[src/rtl/lwa_pkg.sv]
package lwa_pkg;
    localparam int MAX_LOG = 2;                    // up to 2**MAX_LOG pieces per long word
    localparam int LOG_W   = $clog2(MAX_LOG + 1);  // width of the ratio exponent field

    typedef struct packed {
        logic             is_pack;    // narrow in, long out
        logic [LOG_W-1:0] pieces_log; // log2(pieces per long word)
        logic             lsb_first;  // ordering of lanes
    } lwa_cfg_t;

    typedef enum logic [1:0] {
        ST_EMPTY  = 2'd0,
        ST_SPLIT  = 2'd1,
        ST_GATHER = 2'd2,
        ST_DONE   = 2'd3
    } lwa_state_t;
endpackage

[src/rtl/lwa_strap_cfg.sv]
module lwa_strap_cfg
    import lwa_pkg::*;
(
    input  logic           clk,
    input  logic           rst_n,
    input  logic [2:0]     width_strap,
    input  logic           order_strap,
    output lwa_cfg_t       cfg
);
    lwa_cfg_t decoded;

    always_comb begin
        decoded           = '0;
        decoded.lsb_first = order_strap;
        case (width_strap)
            3'b001:  begin decoded.is_pack = 1'b0; decoded.pieces_log = LOG_W'(1); end
            3'b010:  begin decoded.is_pack = 1'b0; decoded.pieces_log = LOG_W'(2); end
            3'b011:  begin decoded.is_pack = 1'b1; decoded.pieces_log = LOG_W'(1); end
            3'b100:  begin decoded.is_pack = 1'b1; decoded.pieces_log = LOG_W'(2); end
            default: begin decoded.is_pack = 1'b0; decoded.pieces_log = '0;        end
        endcase
    end

    // Straps are captured only while reset is held.
    always_ff @(posedge clk) begin
        if (!rst_n) cfg <= decoded;
    end

    AST_CFG_FROZEN: assert property (@(posedge clk) disable iff (!rst_n)
        $past(rst_n) |-> $stable(cfg));
endmodule

[src/rtl/lwa_lane_mux.sv]
module lwa_lane_mux
    import lwa_pkg::*;
#(
    parameter int LONG_W = 36
) (
    input  logic [LONG_W-1:0]  word_in,
    input  logic [LONG_W-1:0]  piece_in,
    input  logic [LOG_W-1:0]   pieces_log,
    input  logic [MAX_LOG-1:0] lane,
    output logic [LONG_W-1:0]  piece_out,
    output logic [LONG_W-1:0]  word_ins
);
    localparam int SHW = $clog2(LONG_W) + 1;

    logic [SHW-1:0]    piece_w;
    logic [SHW-1:0]    shamt;
    logic [LONG_W-1:0] mask;

    always_comb begin
        piece_w   = SHW'(LONG_W) >> pieces_log;
        // lane 0 is the most significant slice of the long word
        shamt     = SHW'(LONG_W) - (SHW'(lane) + SHW'(1)) * piece_w;
        mask      = ~({LONG_W{1'b1}} << piece_w);
        piece_out = (word_in >> shamt) & mask;
        word_ins  = (word_in & ~(mask << shamt)) | ((piece_in & mask) << shamt);
    end
endmodule

[src/rtl/lwa_fsm.sv]
module lwa_fsm
    import lwa_pkg::*;
#(
    parameter int LONG_W = 36
) (
    input  logic               clk,
    input  logic               rst_n,
    input  lwa_cfg_t           cfg,
    input  logic               in_valid,
    output logic               in_ready,
    input  logic [LONG_W-1:0]  in_data,
    output logic               out_valid,
    input  logic               out_ready,
    output logic [LONG_W-1:0]  out_data,
    output logic [LONG_W-1:0]  mux_word,
    output logic [MAX_LOG-1:0] mux_lane,
    input  logic [LONG_W-1:0]  mux_piece,
    input  logic [LONG_W-1:0]  mux_ins
);
    lwa_state_t         state_q, state_n;
    logic [MAX_LOG-1:0] cnt_q, cnt_n;
    logic [LONG_W-1:0]  hold_q, hold_n;
    logic [MAX_LOG:0]   npieces;
    logic [MAX_LOG-1:0] last_idx;
    logic               last, in_fire, out_fire;

    always_comb begin
        npieces  = (MAX_LOG+1)'(1) << cfg.pieces_log;
        last_idx = MAX_LOG'(npieces - (MAX_LOG+1)'(1));
        last     = (cnt_q == last_idx);
        in_fire  = in_valid & in_ready;
        out_fire = out_valid & out_ready;
    end

    // State register
    always_ff @(posedge clk or negedge rst_n) begin
        if (!rst_n) begin
            state_q <= ST_EMPTY;
            cnt_q   <= '0;
            hold_q  <= '0;
        end else begin
            state_q <= state_n;
            cnt_q   <= cnt_n;
            hold_q  <= hold_n;
        end
    end

    // Next state
    always_comb begin
        state_n = state_q;
        cnt_n   = cnt_q;
        hold_n  = hold_q;
        unique case (state_q)
            ST_EMPTY: begin
                if (in_fire) begin
                    if (cfg.is_pack) begin
                        hold_n  = mux_ins;
                        cnt_n   = MAX_LOG'(1);
                        state_n = ST_GATHER;
                    end else begin
                        hold_n  = in_data;
                        cnt_n   = '0;
                        state_n = ST_SPLIT;
                    end
                end
            end
            ST_SPLIT: begin
                if (out_fire) begin
                    if (last) begin
                        cnt_n = '0;
                        if (in_fire) hold_n  = in_data;
                        else         state_n = ST_EMPTY;
                    end else begin
                        cnt_n = cnt_q + MAX_LOG'(1);
                    end
                end
            end
            ST_GATHER: begin
                if (in_fire) begin
                    hold_n = mux_ins;
                    if (last) begin
                        cnt_n   = '0;
                        state_n = ST_DONE;
                    end else begin
                        cnt_n = cnt_q + MAX_LOG'(1);
                    end
                end
            end
            ST_DONE: begin
                if (out_fire) begin
                    if (in_fire) begin
                        hold_n  = mux_ins;
                        cnt_n   = MAX_LOG'(1);
                        state_n = ST_GATHER;
                    end else begin
                        cnt_n   = '0;
                        state_n = ST_EMPTY;
                    end
                end
            end
        endcase
    end

    // Outputs
    always_comb begin
        in_ready  = 1'b0;
        out_valid = 1'b0;
        unique case (state_q)
            ST_EMPTY:  in_ready = 1'b1;
            ST_SPLIT:  begin out_valid = 1'b1; in_ready = last & out_ready; end
            ST_GATHER: in_ready = 1'b1;
            ST_DONE:   begin out_valid = 1'b1; in_ready = out_ready; end
        endcase
        out_data = cfg.is_pack ? hold_q : mux_piece;
        mux_word = (!cfg.is_pack || state_q == ST_GATHER) ? hold_q : '0;
        mux_lane = cfg.lsb_first ? (last_idx - cnt_q) : cnt_q;
    end

    AST_OUT_HOLD: assert property (@(posedge clk) disable iff (!rst_n)
        out_valid && !out_ready |=> out_valid && $stable(out_data));
    AST_PACK_AFTER_LAST: assert property (@(posedge clk) disable iff (!rst_n)
        cfg.is_pack && $rose(out_valid) |-> $past(in_valid && in_ready));
    AST_PASS_ONE_STAGE: assert property (@(posedge clk) disable iff (!rst_n)
        !cfg.is_pack && cfg.pieces_log == '0 && in_valid && in_ready
        |=> out_valid && out_data == $past(in_data));
    AST_SPLIT_NO_OVERWRITE: assert property (@(posedge clk) disable iff (!rst_n)
        !cfg.is_pack && out_valid && !out_ready |-> !in_ready);
endmodule

[src/rtl/lane_width_adapter.sv]
module lane_width_adapter
    import lwa_pkg::*;
#(
    parameter int LONG_W = 36
) (
    input  logic              clk,
    input  logic              rst_n,
    input  logic [2:0]        width_strap,
    input  logic              order_strap,
    input  logic              in_valid,
    output logic              in_ready,
    input  logic [LONG_W-1:0] in_data,
    output logic              out_valid,
    input  logic              out_ready,
    output logic [LONG_W-1:0] out_data
);
    lwa_cfg_t           cfg;
    logic [LONG_W-1:0]  mux_word, mux_piece, mux_ins;
    logic [MAX_LOG-1:0] mux_lane;

    lwa_strap_cfg u_cfg (
        .clk         (clk),
        .rst_n       (rst_n),
        .width_strap (width_strap),
        .order_strap (order_strap),
        .cfg         (cfg)
    );

    lwa_lane_mux #(.LONG_W(LONG_W)) u_mux (
        .word_in    (mux_word),
        .piece_in   (in_data),
        .pieces_log (cfg.pieces_log),
        .lane       (mux_lane),
        .piece_out  (mux_piece),
        .word_ins   (mux_ins)
    );

    lwa_fsm #(.LONG_W(LONG_W)) u_fsm (
        .clk       (clk),
        .rst_n     (rst_n),
        .cfg       (cfg),
        .in_valid  (in_valid),
        .in_ready  (in_ready),
        .in_data   (in_data),
        .out_valid (out_valid),
        .out_ready (out_ready),
        .out_data  (out_data),
        .mux_word  (mux_word),
        .mux_lane  (mux_lane),
        .mux_piece (mux_piece),
        .mux_ins   (mux_ins)
    );
endmodule

[config.mk]
export PLATFORM = sky130hd
export DESIGN_NAME = lane_width_adapter
export DESIGN_NICKNAME = d
export VERILOG_FILES = /design/src/rtl/lwa_pkg.sv /design/src/rtl/lwa_strap_cfg.sv /design/src/rtl/lwa_lane_mux.sv /design/src/rtl/lwa_fsm.sv /design/src/rtl/lane_width_adapter.sv
export SDC_FILE = /design/constraint.sdc
export NUM_CORES = 1
export LEC_CHECK = 0
export ABC_AREA = 1
export ABC_CLOCK_PERIOD_IN_PS = 8100
export BUFFER_PORTS_ARGS = -buffer_cell sky130_fd_sc_hd__buf_2
export CAP_MARGIN = 20
export CELL_PAD_IN_SITES_DETAIL_PLACEMENT = 0
export CELL_PAD_IN_SITES_GLOBAL_PLACEMENT = 1
export CORE_ASPECT_RATIO = 0.9
export CORE_UTILIZATION = 45
export CTS_BUF_LIST = sky130_fd_sc_hd__clkbuf_4
export DETAILED_ROUTE_END_ITERATION = 8
export PLACE_DENSITY_LB_ADDON = 0.1
export SLEW_MARGIN = 20
export SYNTH_ARGS = -nofsm -noshare
export SYNTH_HDL_FRONTEND = slang
export SYNTH_SLANG_ARGS = --single-unit
[constraint.sdc]
create_clock -name clk -period 8.1 [get_ports clk]
set_input_delay 0.405 -clock clk [delete_from_list [all_inputs] [get_ports clk]]
set_output_delay 0.405 -clock clk [all_outputs]
set_load 0.03 [all_outputs]
* Word level (Yosys, flattened, before mapping)
Index checks and enable logic that the tools add are counted.
** Cells by class
- Add/sub/neg operators :: 5
- $mul :: 1
- Eq/ne operators :: 16
- Shifts and indexed selects :: 6
- Mux-type cells :: 32
- Bitwise operators :: 9
- Reductions and logical operators :: 8
** Operators by type and width (number)
- $mux 36 :: 9
- $pmux 36 s4 :: 1
- $and 36x36->36 :: 3
- $not 36->36 :: 2
- $shl 36x7->36 :: 2
- $or 36x36->36 :: 1
- $shl 36x7->36 const A :: 1
- $shr 36x7->36 :: 1
- $mux 2 :: 15
- $pmux 2 s4 :: 2
- $ne 2x1->1 const B :: 7
- $pmux 3 s4 :: 1
- $mul 7x7->7 :: 1
- $reduce_and 7->1 :: 1
- $shr 6x2->7 const A :: 1
- $sub 6x7->7 const A :: 1
- $eq 3x2->1 const B :: 2
- $reduce_and 5->1 :: 1
- $eq 2x2->1 const B :: 2
- $reduce_and 4->1 :: 1
- $reduce_or 2->1 :: 2
- $add 2x1->3 const B :: 1
- $and 1x1->1 :: 3
- $eq 3x1->1 const B :: 1
- other kinds (13) :: 15
** Word-level totals
- Register bits :: 44
- Input port bits :: 44
- Output and inout port bits :: 38
- Logic and storage cells :: 83

* Longest topological paths before layout
- Depth after elaboration :: 14
- Gate-level depth with buffers :: 32
- Depth with buffers taken out :: 30

* By module
A second synthesis with hierarchy kept.
** Second synthesis, totals
- Cells, all modules :: 1852
- Area total of the unflattened synthesis :: 9683.0 µm²
** Modules (own cells, without submodules)
- lwa_lane_mux :: times used 1, cells an instance 1326, area each 6293.5 µm², sequential area each 0.0 µm²
- lwa_fsm :: times used 1, cells an instance 512, area each 3229.3 µm², sequential area each 1001.0 µm²
- lwa_strap_cfg :: times used 1, cells an instance 14, area each 160.2 µm², sequential area each 120.1 µm²

* Least setup slack after synthesis
No wires, ideal clock.
- Kind :: register -> output
- Start point :: register, netlist name u_cfg.cfg[2]
- End point :: output port out_data[21]
- Data arrival time :: 5097 ps
- Required time :: 7695 ps
- Path slack :: 2598 ps
- Cell stages (with the launch flop) :: 27
- Buffers on the path :: 3
- Cell sequence :: edfxtp_1 -> clkinv_1 -> ha_1 -> inv_1 -> nand2_1 -> nand3_2 -> clkbuf_1 -> nand2_1 -> ha_1 -> nand2_1 -> inv_1 -> fa_1 -> inv_1 -> ha_1 -> ha_1 -> a21oi_1 -> nand2_1 -> or2_2 -> nand2_2 -> nand3_1 -> buf_2 -> nor2_2 -> inv_1 -> nor2_2 -> nand2_1 -> buf_2 -> o22ai_1
** On the way
- Word-level cells in the longest chain between the ends :: 10
- Elaborated cells between the ends (all ways) :: 13
- Those cells by class :: add/sub: 4; mul: 1; shift: 4; mux: 2; bitwise: 2
** RTL lines
- $shl 1x2->2 :: RTL line lwa_fsm.sv:28 : npieces = (MAX_LOG+1)'(1) << cfg.pieces_log;
- $sub 2x1->2 :: RTL line lwa_fsm.sv:29 : last_idx = MAX_LOG'(npieces - (MAX_LOG+1)'(1));
- $sub 2x2->2 :: RTL line lwa_fsm.sv:116 : mux_lane = cfg.lsb_first ? (last_idx - cnt_q) : cnt_q;
- $mux 2 :: RTL line lwa_fsm.sv:116
- $add 2x1->3 :: RTL line lwa_lane_mux.sv:22 : shamt = SHW'(LONG_W) - (SHW'(lane) + SHW'(1)) * piece_w;
- $mul 7x7->7 :: RTL line lwa_lane_mux.sv:22
- $sub 6x7->7 :: RTL line lwa_lane_mux.sv:22
- $shr 36x7->36 :: RTL line lwa_lane_mux.sv:24 : piece_out = (word_in >> shamt) & mask;
- $and 36x36->36 * :: RTL line lwa_lane_mux.sv:24
- $mux 36 * :: RTL line lwa_fsm.sv:114 : out_data = cfg.is_pack ? hold_q : mux_piece;
- to (decl) :: RTL line lane_width_adapter.sv:15 : output logic [LONG_W-1:0] out_data
Mark *: on every way between the ends. The rest lies on a longest branch, timed or not.

* Final worst setup path
- Start point :: register, netlist name u_cfg.cfg[2]
- End point :: output port out_data[21]
** On the way
- Word-level cells in the longest chain between the ends :: 10
- Elaborated cells between the ends (all ways) :: 13
- Those cells by class :: add/sub: 4; mul: 1; shift: 4; mux: 2; bitwise: 2
** RTL lines (RTL line)
- $shl 1x2->2 :: lwa_fsm.sv:28
- $sub 2x1->2 :: lwa_fsm.sv:29
- $sub 2x2->2 :: lwa_fsm.sv:116
- $mux 2 :: lwa_fsm.sv:116
- $add 2x1->3 :: lwa_lane_mux.sv:22
- $mul 7x7->7 :: lwa_lane_mux.sv:22
- $sub 6x7->7 :: lwa_lane_mux.sv:22
- $shr 36x7->36 :: lwa_lane_mux.sv:24
- $and 36x36->36 * :: lwa_lane_mux.sv:24
- $mux 36 * :: lwa_fsm.sv:114
Marks and branches as above.

==> out/metrics.cfg <==
[run_status]
status=completed

[timing]
hold_viol_final=0
period_needed_ps=7290
max_freq_ghz=0.137
maxSlewHeadroom_pct=31.3
worst-slew-pin-transition_ps=1030
setup_violations=0
drv_slew=0
rsz0062_at_grt=false
clock_skew_ps=18.5
finalCritPeriodShare_pct=90.0
fin_tns_setup_ps=0

[synthesis]
syn_area_per_cell_um2=5.22
synth-edff-count=4
synth_top_area_cell=nand2_1
syn_inst=1689
synth_common_cells=609 x nand2_1, 327 x nand3_1, 166 x inv_1, 79 x o21ai_0, 74 x a21oi_1
netlist_area_mm2=0.00881
synth_top_area_share_pct=25.9
synth_cell_type_count=43
synth-async-reset-ratio_pct=90.9
synth_area_leaders=nand2_1 26%, nand3_1 19%, dfrtp_1 11%, inv_1 7.1%, o21ai_0 4.5%
ys.flop_type=dfrtp_1
syn-num-nets=1759
yosysSeqAreaShare_pct=12.7
yosysWarnings=0
synth_most_common_cell=nand2_1
yosys_register_bits=44

[worst_setup_path]
path_class=register to primary output
arrival_ps=6890
worstPathRequired_ps=7700
end_kind=primary output
critPathLaunchType=register
ff2ff_setup_slack_ps=1440
path_max_fanout=15

[cts]
cts.clk_slew.worst_paths_ps=170
cts_resized=0
cts_tree=built
cts_sinks=44
post-cts-setup-buffer-count=0
clock_latency_ps=420
clockBufferDepth=2
htree_levels=2
holdBufCountCts=0
cts-root-buf=clkbuf_4
cts_made_buffers=5

[place]
gp_congestion=1.03
dp_cells=1926
portBuffers=81
hpwl_mm=32.0

[detailed_routing]
vias=11600
via_per_inst=6.02
avgRoutedWirePerCell_um=21.8
drtPass1Iterations=7
drcViolationCount=0
dr.first_iter.drc_count=1732
routed_wl_mm=42.1
detail-route-antenna-nets=0

[global_routing]
grt_max_degree=103
grt_pass1_wl_mm=62.5
grt_overflow=0
grt.total_usage_pct=41.8
grt_pass1_vias=10300
antenna_found_initial=0

[floorplanning]
coreArea_mm2=0.0192
die-area_mm2=0.0201
start_util_pct=46.0
die-height_um=135
io_pins=82
rows=48
die_w_um=149

[finish]
drive_gt1_share_pct=8.08
syn_to_final_growth_pct=5.10
n_antenna_cell=0
instances_no_fill=1934
fin_nets=1753

[min_path]
min_path_type=input port to async pin

[run]
maxCapViolations=0

routing by layer:
metal  vias to the layer above  global-route usage, %  routed length (µm)
li1                       5528                      -                   -
met1                      5277                   59.4               18100
met2                       759                   60.0               17400
met3                        83                   9.59                4880
met4                         0                   17.0                1740
met5                         -                      0                   0
final timing paths:
| check | from | endpoint | depth (start not counted) |
|---|---|---|---|
| worst min register to register | u_fsm.state_q[1]$_DFFE_PN0P_ | u_fsm.state_q[1]$_DFFE_PN0P_ | 2 |
| worst max-delay path | u_cfg.cfg[2]$_DFFE_PN_ | out_data[21] | 23 |
| worst max register to register | u_cfg.cfg[2]$_DFFE_PN_ | u_fsm.hold_q[8]$_DFFE_PN0P_ | 23 |
| min in group clk | order_strap | u_cfg.cfg[0]$_DFFE_PN_ | 1 |
| worst min-delay path | rst_n | u_fsm.hold_q[21]$_DFFE_PN0P_ | 2 |
| max in group asynchronous | rst_n | u_fsm.hold_q[10]$_DFFE_PN0P_ | 2 |
flip-flops by register name (all words and copies together), names as in the netlist:
signal,flops
u_fsm.hold_q,36
u_fsm.cnt_q,2
u_fsm.state_q,2
u_cfg.cfg,4
area by class of cell:
type	count	area, µm²
Timing Repair Buffer	99	541
Tap cell	250	313
Fill cell	2253	9900
Clock inverter	2	11.3
Multi-Input combinational cell	1361	6580
Sequential cell	44	1120
Clock buffer	6	45.0
Inverter	172	646
cells by family after synthesis:
kind of cell	synth area share [%]
mux	1.48
xor+xnor	0.682
fa+ha+maj	4.03
buf+inv	13.1
compound gates	17.4
flops	12.7
simple gates	50.7
stage by stage:
| step | hold slack, ps | instance area (µm²) | setup slack [ps] | util [%] |
|---|---|---|---|---|
| after floorplan | 109 | 8810 | 2600 | - |
| after global placement | 532 | 9200 | 1720 | 48.0 |
| after detailed placement | 536 | 9200 | 1530 | 48.0 |
| after CTS | 64.3 | 9260 | 1020 | 48.3 |
| after global routing | 99.7 | 9260 | 529 | 48.3 |
| final | 42.2 | 9260 | 810 | 48.3 |
cell usage in the layout, fill, tap and decap left out, types with 13 or more instances in the layout:
master    netlist  final
o21ai_1        47     47
a22oi_1        14     14
buf_2          22     81
ha_1           22     21
dfrtp_1        40     40
buf_4           7     18
a21boi_1       20     20
o22ai_1        15     15
a21oi_1        74     73
nand4_1        20     20
mux2i_1        13     13
nor2_1         55     55
inv_1         166    163
o211ai_1       13     13
nand3_1       327    326
nand2_1       609    609
o21ai_0        79     78
worst max-delay path: stages, from the launching register on:
cell      delay, ps
edfxtp_1        480
clkinv_1        380
ha_1            530
nand2_2         200
nand3_2         420
nand2_1         300
ha_1            310
nand2_1         100
inv_1            70
fa_1            480
inv_1            40
ha_1            270
ha_1            360
a21oi_1         170
nand2_1          80
or2_2           280
nand2_2         150
nand3_1         380
nor2_2          220
inv_1           100
nor2_2          240
nand2_1         380
o22ai_1         260
buf_2           230
Power is not shown: default switching activity piles up to over one toggle a cycle in this logic, so the estimate is an artifact.
